### config.mk
export PLATFORM = sky130hd
export DESIGN_NAME = xcmp_unit
export DESIGN_NICKNAME = d
export VERILOG_FILES = /design/src/rtl/xcmp_pkg.sv /design/src/rtl/xcmp_classify.sv /design/src/rtl/xcmp_order.sv /design/src/rtl/xcmp_pack.sv /design/src/rtl/xcmp_unit.sv
export SDC_FILE = /design/constraint.sdc
export NUM_CORES = 1
export LEC_CHECK = 0
export ABC_CLOCK_PERIOD_IN_PS = 2600
export BUFFER_PORTS_ARGS = -buffer_cell sky130_fd_sc_hd__buf_2
export CAP_MARGIN = 30
export CELL_PAD_IN_SITES_DETAIL_PLACEMENT = 2
export CELL_PAD_IN_SITES_GLOBAL_PLACEMENT = 2
export CORE_ASPECT_RATIO = 0.75
export CORE_MARGIN = 8
export CORE_UTILIZATION = 20
export CTS_BUF_LIST = sky130_fd_sc_hd__clkbuf_2
export DETAILED_ROUTE_END_ITERATION = 12
export PLACE_DENSITY = 0.86
export SLEW_MARGIN = 10
export SYNTH_ARGS = -nofsm -noshare
export SYNTH_HDL_FRONTEND = slang
export SYNTH_SLANG_ARGS = --single-unit
### constraint.sdc
create_clock -name clk -period 2.6 [get_ports clk]
set_input_delay 0 -clock clk [delete_from_list [all_inputs] [get_ports clk]]
set_output_delay 0 -clock clk [all_outputs]
set_load 0.01 [all_outputs]
### src/rtl/xcmp_pkg.sv
package xcmp_pkg;

    localparam int XC_EXP_W = 15;
    localparam int XC_SIG_W = 64;

    typedef enum logic [1:0] {
        VK_ZERO = 2'd0,
        VK_ONE  = 2'd1,
        VK_NAN  = 2'd2
    } verdict_kind_e;

    typedef struct packed {
        verdict_kind_e kind;
        logic          sign;
    } verdict_t;

    typedef struct packed {
        logic is_nan;
        logic is_top;
    } opnd_class_t;

endpackage

### src/rtl/xcmp_classify.sv
module xcmp_classify #(
    parameter int EXP_W = xcmp_pkg::XC_EXP_W,
    parameter int SIG_W = xcmp_pkg::XC_SIG_W
) (
    input  logic [EXP_W-1:0]       exp_i,
    input  logic [SIG_W-1:0]       sig_i,
    output xcmp_pkg::opnd_class_t  cls_o
);
    // Fraction bits below the explicit integer bit.
    localparam int FRAC_W = SIG_W - 1;

    always_comb begin
        cls_o.is_top = &exp_i;
        cls_o.is_nan = (&exp_i) && (|sig_i[FRAC_W-1:0]);
    end
endmodule

### src/rtl/xcmp_order.sv
module xcmp_order #(
    parameter int EXP_W = xcmp_pkg::XC_EXP_W,
    parameter int SIG_W = xcmp_pkg::XC_SIG_W
) (
    input  logic                  a_sign,
    input  logic [EXP_W-1:0]      a_exp,
    input  logic [SIG_W-1:0]      a_sig,
    input  xcmp_pkg::opnd_class_t a_cls,
    input  logic                  b_sign,
    input  logic [EXP_W-1:0]      b_exp,
    input  logic [SIG_W-1:0]      b_sig,
    input  xcmp_pkg::opnd_class_t b_cls,
    output xcmp_pkg::verdict_t    verdict_o
);
    import xcmp_pkg::*;

    logic exp_gt, exp_lt, sig_gt, sig_lt, sig_zero, signs_eq;

    always_comb begin
        exp_gt   = a_exp > b_exp;
        exp_lt   = a_exp < b_exp;
        sig_gt   = a_sig > b_sig;
        sig_lt   = a_sig < b_sig;
        sig_zero = (a_sig == '0);
        signs_eq = (a_sign == b_sign);
    end

    // Fixed priority: NaN, exponent order, infinities, significand order, equality.
    always_comb begin
        verdict_o.kind = VK_ONE;
        verdict_o.sign = a_sign;
        if (a_cls.is_nan || b_cls.is_nan) begin
            verdict_o.kind = VK_NAN;
            verdict_o.sign = 1'b0;
        end else if (exp_gt) begin
            verdict_o.kind = VK_ONE;
        end else if (exp_lt) begin
            verdict_o.sign = ~b_sign;
        end else if (a_cls.is_top) begin
            verdict_o.kind = signs_eq ? VK_ZERO : VK_ONE;
        end else if (sig_gt) begin
            verdict_o.kind = VK_ONE;
        end else if (sig_lt) begin
            verdict_o.sign = ~b_sign;
        end else if (sig_zero) begin
            verdict_o.kind = VK_ZERO;
        end else if (signs_eq) begin
            verdict_o.kind = VK_ZERO;
            verdict_o.sign = 1'b0;
        end
    end
endmodule

### src/rtl/xcmp_pack.sv
module xcmp_pack #(
    parameter int EXP_W = xcmp_pkg::XC_EXP_W,
    parameter int SIG_W = xcmp_pkg::XC_SIG_W
) (
    input  xcmp_pkg::verdict_t     verdict_i,
    output logic [EXP_W+SIG_W:0]   word_o
);
    import xcmp_pkg::*;

    localparam logic [EXP_W-1:0] BIAS_EXP = {1'b0, {(EXP_W-1){1'b1}}};
    localparam logic [EXP_W-1:0] TOP_EXP  = {EXP_W{1'b1}};
    localparam logic [SIG_W-1:0] ONE_SIG  = {1'b1, {(SIG_W-1){1'b0}}};
    localparam logic [SIG_W-1:0] QNAN_SIG = {2'b11, {(SIG_W-2){1'b0}}};

    always_comb begin
        unique case (verdict_i.kind)
            VK_ONE:  word_o = {verdict_i.sign, BIAS_EXP, ONE_SIG};
            VK_NAN:  word_o = {1'b0, TOP_EXP, QNAN_SIG};
            default: word_o = {verdict_i.sign, {EXP_W{1'b0}}, {SIG_W{1'b0}}};
        endcase
    end
endmodule

### src/rtl/xcmp_unit.sv
module xcmp_unit #(
    parameter int EXP_W = xcmp_pkg::XC_EXP_W,
    parameter int SIG_W = xcmp_pkg::XC_SIG_W
) (
    input  logic                   clk,
    input  logic                   rst,
    input  logic                   in_valid,
    input  logic [EXP_W+SIG_W:0]   a_op,
    input  logic [EXP_W+SIG_W:0]   b_op,
    output logic                   out_valid,
    output logic [EXP_W+SIG_W:0]   out_res
);
    import xcmp_pkg::*;

    localparam int OP_W   = EXP_W + SIG_W + 1;
    localparam int SIGN_B = OP_W - 1;

    logic [1:0]             op_sign;
    logic [1:0][EXP_W-1:0]  op_exp;
    logic [1:0][SIG_W-1:0]  op_sig;
    opnd_class_t            op_cls [2];
    verdict_t               verdict;
    logic [OP_W-1:0]        verdict_word;

    always_comb begin
        op_sign[0] = a_op[SIGN_B];
        op_exp[0]  = a_op[SIGN_B-1 -: EXP_W];
        op_sig[0]  = a_op[SIG_W-1:0];
        op_sign[1] = b_op[SIGN_B];
        op_exp[1]  = b_op[SIGN_B-1 -: EXP_W];
        op_sig[1]  = b_op[SIG_W-1:0];
    end

    for (genvar gi = 0; gi < 2; gi++) begin : g_cls
        xcmp_classify #(.EXP_W(EXP_W), .SIG_W(SIG_W)) u_cls (
            .exp_i (op_exp[gi]),
            .sig_i (op_sig[gi]),
            .cls_o (op_cls[gi])
        );
    end

    xcmp_order #(.EXP_W(EXP_W), .SIG_W(SIG_W)) u_order (
        .a_sign    (op_sign[0]),
        .a_exp     (op_exp[0]),
        .a_sig     (op_sig[0]),
        .a_cls     (op_cls[0]),
        .b_sign    (op_sign[1]),
        .b_exp     (op_exp[1]),
        .b_sig     (op_sig[1]),
        .b_cls     (op_cls[1]),
        .verdict_o (verdict)
    );

    xcmp_pack #(.EXP_W(EXP_W), .SIG_W(SIG_W)) u_pack (
        .verdict_i (verdict),
        .word_o    (verdict_word)
    );

    always_ff @(posedge clk) begin
        if (rst) begin
            out_valid <= 1'b0;
            out_res   <= '0;
        end else begin
            out_valid <= in_valid;
            if (in_valid) out_res <= verdict_word;
        end
    end
endmodule

==> Word level (Yosys, flattened, before mapping) <==
Index checks and enable logic that the tools add are counted.
Widths: inputs -> output; s select.
{ "word_totals": {"wordCells": 34, "reg_bits": 81, "input_bits": 163, "output_inout_bits": 81} }
{ "classes": {"mux": 16, "bitwise_logic": 1, "n_eq_ne": 3, "reduce_logical": 8, "n_lt_le_gt_ge": 4} }
{ "ops": {"columns": ["cell", "n"], "rows": [
  ["$pmux 80 s2", 1],
  ["$reduce_or 63->1", 2],
  ["$gt 64x64->1", 1],
  ["$logic_not 64->1", 1],
  ["$lt 64x64->1", 1],
  ["$reduce_and 15->1", 2],
  ["$gt 15x15->1", 1],
  ["$lt 15x15->1", 1],
  ["$mux 2", 7],
  ["$mux 1", 7],
  ["$mux 3", 1],
  ["$eq 2x1->1 const B", 1],
  ["$eq 2x2->1 const B", 1],
  ["$logic_and 1x1->1", 2],
  ["$eq 1x1->1", 1],
  ["$logic_or 1x1->1", 1],
  ["$not 1->1", 1]
]} }

==> Longest topological paths before layout <==
{ "depth": {"word_depth": 11, "mapped_depth": 9, "mapped_depth_nobuf": 9} }

==> By module <==
A second synthesis with hierarchy kept.
{ "hier_totals": {"hier_cells": 720, "area_unflattened_um2": 6200.9} }
{ "by_module_without_submodules": {"columns": ["module", "instances", "area_per_inst_um2", "cells_per_inst", "seq_area_each_um2"], "rows": [
  ["xcmp_unit", 1, 2896.5, 260, 1621.6],
  ["xcmp_order", 1, 2333.5, 322, 0.0],
  ["xcmp_pack", 1, 625.6, 84, 0.0],
  ["xcmp_classify", 2, 172.7, 27, 0.0]
]} }

==> Worst setup path after synthesis <==
No wires, ideal clock.
{ "synth_path": {"path_type": "input port to flip-flop", "from": "in b_op[50]", "to": "reg out_res[79]", "setup_ps": 123, "t_arrival_ps": 1856, "slack_ps": 621, "stages": 9, "cell_sequence": "inv_1 ha_1 nand4_1 nor4_1 nand4_1 a2111oi_0 mux2_1 a21oi_1 o22ai_1"} }
{ "synth_via": {"elab_chain_cells": 9, "word_cells_on_any_way": 19} }
{ "synth_lines": {"columns": ["item", "line", "rtl"], "rows": [
  ["start, declared", "xcmp_unit.sv:9", "input logic [EXP_W+SIG_W:0] b_op,"],
  ["$lt 64x64->1", "xcmp_order.sv:23", "sig_lt = a_sig < b_sig;"],
  ["$mux 2", "xcmp_order.sv:43", "end else if (sig_lt) begin"],
  ["$mux 2", "xcmp_order.sv:41", "end else if (sig_gt) begin"],
  ["$mux 2", "xcmp_order.sv:39", "end else if (a_cls.is_top) begin"],
  ["$mux 2", "xcmp_order.sv:37", "end else if (exp_lt) begin"],
  ["$mux 2", "xcmp_order.sv:35", "end else if (exp_gt) begin"],
  ["$mux 3 *", "xcmp_order.sv:32", "if (a_cls.is_nan || b_cls.is_nan) begin"],
  ["$eq 2x2->1 / $eq 2x1->1 (equally long branches)", "xcmp_pack.sv:16", "unique case (verdict_i.kind)"],
  ["$pmux 80 s2 *", "xcmp_pack.sv:16", null],
  ["end signal, assigned", "xcmp_unit.sv:65", "if (in_valid) out_res <= verdict_word;"],
  ["end, declared", "xcmp_unit.sv:11", "output logic [EXP_W+SIG_W:0] out_res"]
]} }
Every way passes the cells marked *; elsewhere a longest branch is shown, timed or not.
A chain may end at the register's enable or synchronous reset.

==> Worst setup path after layout <==
{ "layout_path": {"from": "in b_op[15]", "to": "reg out_res[79]"} }
Same word-level chain as after synthesis.

==> impl_results.md <==
- Outcome: finished, final reports clean
- Seq cells post-synth: 4
- Clock tree buffer depth: 2
- Inserted Clock Buffers: 3
- Clk_lat worst skew: roughly 200 ps
- Int Pwr: about 0.34 mW
- Global-route usage over all layers: approximately 14%
- # rows: 40
- First-pass GRT wire length: 23.1 mm
- Nets@finish: just under 900
- # diodes: 0
- Final max-slew violation count: 0
- RSZ-0062 raised after global routing: no
- CP startpoint kind: input port
- Core Area: 15,800 µm²
- Vias/cell: roughly 4.4
- Via count: 3,673
- Ys Warns: 0
- Syn Inst Count: roughly 450
- Worst Setup Slack, final: about 260 ps
- Max Cap Viol: 0
- Worst-path clk slew: roughly 40 ps
- Min cycle time layout: ~2300 ps
- Cts repair resizes: 0
- 1st-iter DRT viols: between 100 and 150
- Total design power: 0.711 mW
- Tcrit/Tclk final: 89.9%
- Die height: around 130 µm
- CP Data Required Time: 2680 ps
- Power per cell area: 174 nW/µm²
- Sequential power share: 9.9%
- Simple-gate area share of the yosys netlist: between 20% and 30%
- Cell area after synthesis: 3180 µm²
- Unique masters post-synth: 44
- Share of layout cells above drive strength 1: a little under a third
- VDD IR max: about 0.057 mV
- Worst slew margin: between 60% and 70%
- Sw Ratio: a little over half
- RePlAce Congestion: around 0.82
- Initial core utilization: between 20% and 30%
- CP max FO: 3
- P_leak: around 2.4 nW
- Syn Area/Cell: 7.06 µm²
- DP Worst Slack: between 80 and 90 ps
- Worst path arrival time: about 2400 ps
- IO Port Bufs: about 180
- Achievable frequency: 0.428 GHz
- Residual overflow from global routing: 0
- Antenna viol nets, final: 0
- DR WL/cell: ~18 µm
- WS Path Type: input port to register
- Worst hold slack: ~33 ps
- Synth Area in Compound Gates: approximately 14%
- Setup bufs post-CTS: 0
- Antenna violations before repair: 2
- Final WL: around 15 mm
- Pre-antenna DRT Iters: 6
- Final clock skew: 0 ps
- Adder-cell share of the synthesized area: around a third
- Top-Level Pins: between 200 and 250
- DR DRC count: 0
- CP endpoint kind: register
- Register area share after synthesis: about 2.5%
- CTS Root Buffer Type: clkbuf_2
- Total die area: 20,300 µm²
- Switch Pwr: roughly 0.37 mW
- Worst hold path class: input port to register
- Final setup violation count: 0
- CTS tree: yes
- Combinational Power Share: approximately 80%
- Fillers: approximately 2,000
- Hold-fix buffer count after cts: 0
- Post-synth EDFFs: 0
- Most used DFF post-synth: dfxtp_1
- Async set or reset register ratio after synthesis: 0%
- Main combinational cell family by area after synthesis: adder cells
- Worst slew pin tran: 562 ps
- Number of global-route vias before repair: 4,228
- Final Hold Fails: 0
- Largest net degree at the start of global routing: 17
- Clock tree sinks: 4
- Clk pwr share: under 10%
- Final setup TNS: 0 ps
- Die W: 162 µm
- Mux cell area share after synthesis: less than 1%
- Synth Area in XOR/XNOR: 0%
- Dpl hpwl: 14.6 mm
- Slack of the worst reg-to-reg path: 1730 ps
- Syn-to-layout area delta: 28.8%
- H-tree depth reported by CTS: 1
[stage by stage]
stage	cells	utilization [%]	area (µm²)
floorplan	512	-	3410
global placement	837	25.8	4090
detailed placement	837	25.8	4090
CTS	840	25.9	4100
global route	840	25.9	4100
finish	840	25.9	4100
[state kept, by name, summed over array words and instances (netlist names)]
signal,cells
out_valid,1
out_res,3
[synthesized netlist by cell type (2+ instances only)]
cell / n / share of area, %
nor4_1: 36 / 7.1
o21a_1: 2 / 0.47
a211oi_1: 2 / 0.47
o21ai_1: 5 / 0.79
nor4_2: 2 / 0.79
nor3_1: 4 / 0.63
a21oi_1: 36 / 5.7
buf_4: 77 / 18
or4_1: 2 / 0.47
dfxtp_1: 4 / 2.5
o21bai_1: 2 / 0.47
o211ai_1: 3 / 0.71
nand2_1: 26 / 3.1
nand3_1: 9 / 1.4
nor2_1: 13 / 1.5
a221oi_1: 3 / 0.83
inv_1: 87 / 10
ha_1: 80 / 31
nand4_1: 28 / 5.5
o21ai_0: 6 / 0.94
[placed cells by master, fill, tap and decap left out, types with 2 or more instances in the layout]
master    Yosys  layout
o21ai_0       6       6
clkbuf_2      0       3
dfxtp_1       4       4
o211ai_1      3       3
nor4_1       36      36
o21bai_1      2       2
a221oi_1      3       3
o21a_1        2       2
conb_1        1      62
nand3_1       9       9
buf_2         0     181
nand4_1      28      28
inv_1        87      87
a211oi_1      2       2
or4_1         2       2
nand2_1      26      26
ha_1         80      80
nor3_1        4       4
nor4_2        2       2
a21oi_1      36      36
o21ai_1       5       5
nor2_1       13      13
buf_4        77      11
[routing by layer]
metal / global-route usage (%) / vias to the layer above / routed length (µm)
li1: - / 1836 / -
met1: 17.7 / 1717 / 6780
met2: 25.9 / 110 / 7440
met3: 2.43 / 6 / 832
met4: 1.30 / 4 / 33
met5: 0 / - / 23
[final timing paths]
check / from / endpoint / cells past startpoint
worst max-delay path: b_op[15] / out_res[79]$_SDFFE_PP0P_ / 10
worst max register to register: out_res[77]$_SDFFE_PP0P_ / out_res[77]$_SDFFE_PP0P_ / 2
worst min register to register: out_res[78]$_SDFFE_PP0P_ / out_res[78]$_SDFFE_PP0P_ / 2
worst min-delay path: rst / out_valid$_SDFF_PP0_ / 2
[power by group through the flow]
stage | logic, mW | registers [mW] | clock network (mW)
6_report | 0.585 | 0.0701 | 0.0558
5_1_grt | 0.664 | 0.0716 | 0.0637
4_1_cts | 0.586 | 0.0706 | 0.0597
3_5_place_dp | 0.582 | 0.0715 | 0
3_3_place_gp | 0.557 | 0.0712 | 0
2_1_floorplan | 0.376 | 0.0730 | 0
[worst max-delay path, stage by stage]
cell	delay [ps]
buf_2	90
inv_1	40
ha_1	320
nand4_1	170
nor4_1	490
nand3_1	210
a2111oi_0	510
mux2_1	370
a21oi_1	120
o22ai_1	100
[cell type report]
class | instances | area (µm²) | area share [%]
Clock buffer | 3 | 15.0 | 0.366
Tap cell | 210 | 263 | 6.41
Timing Repair Buffer | 192 | 988 | 24.1
Sequential cell | 4 | 80.1 | 1.95
Inverter | 87 | 327 | 7.96
Multi-Input combinational cell | 344 | 2430 | 59.2
[kinds of logic (layout without fill, tap and decap cells)]
group | count (synthesis) | in the layout
flops | 4 | 4
mux | 2 | 2
fa+ha+maj | 80 | 80
buf+inv | 164 | 282
other cells | 1 | 62
simple gates | 128 | 128
compound gates | 72 | 72
Power figures use the tool's default switching activity.
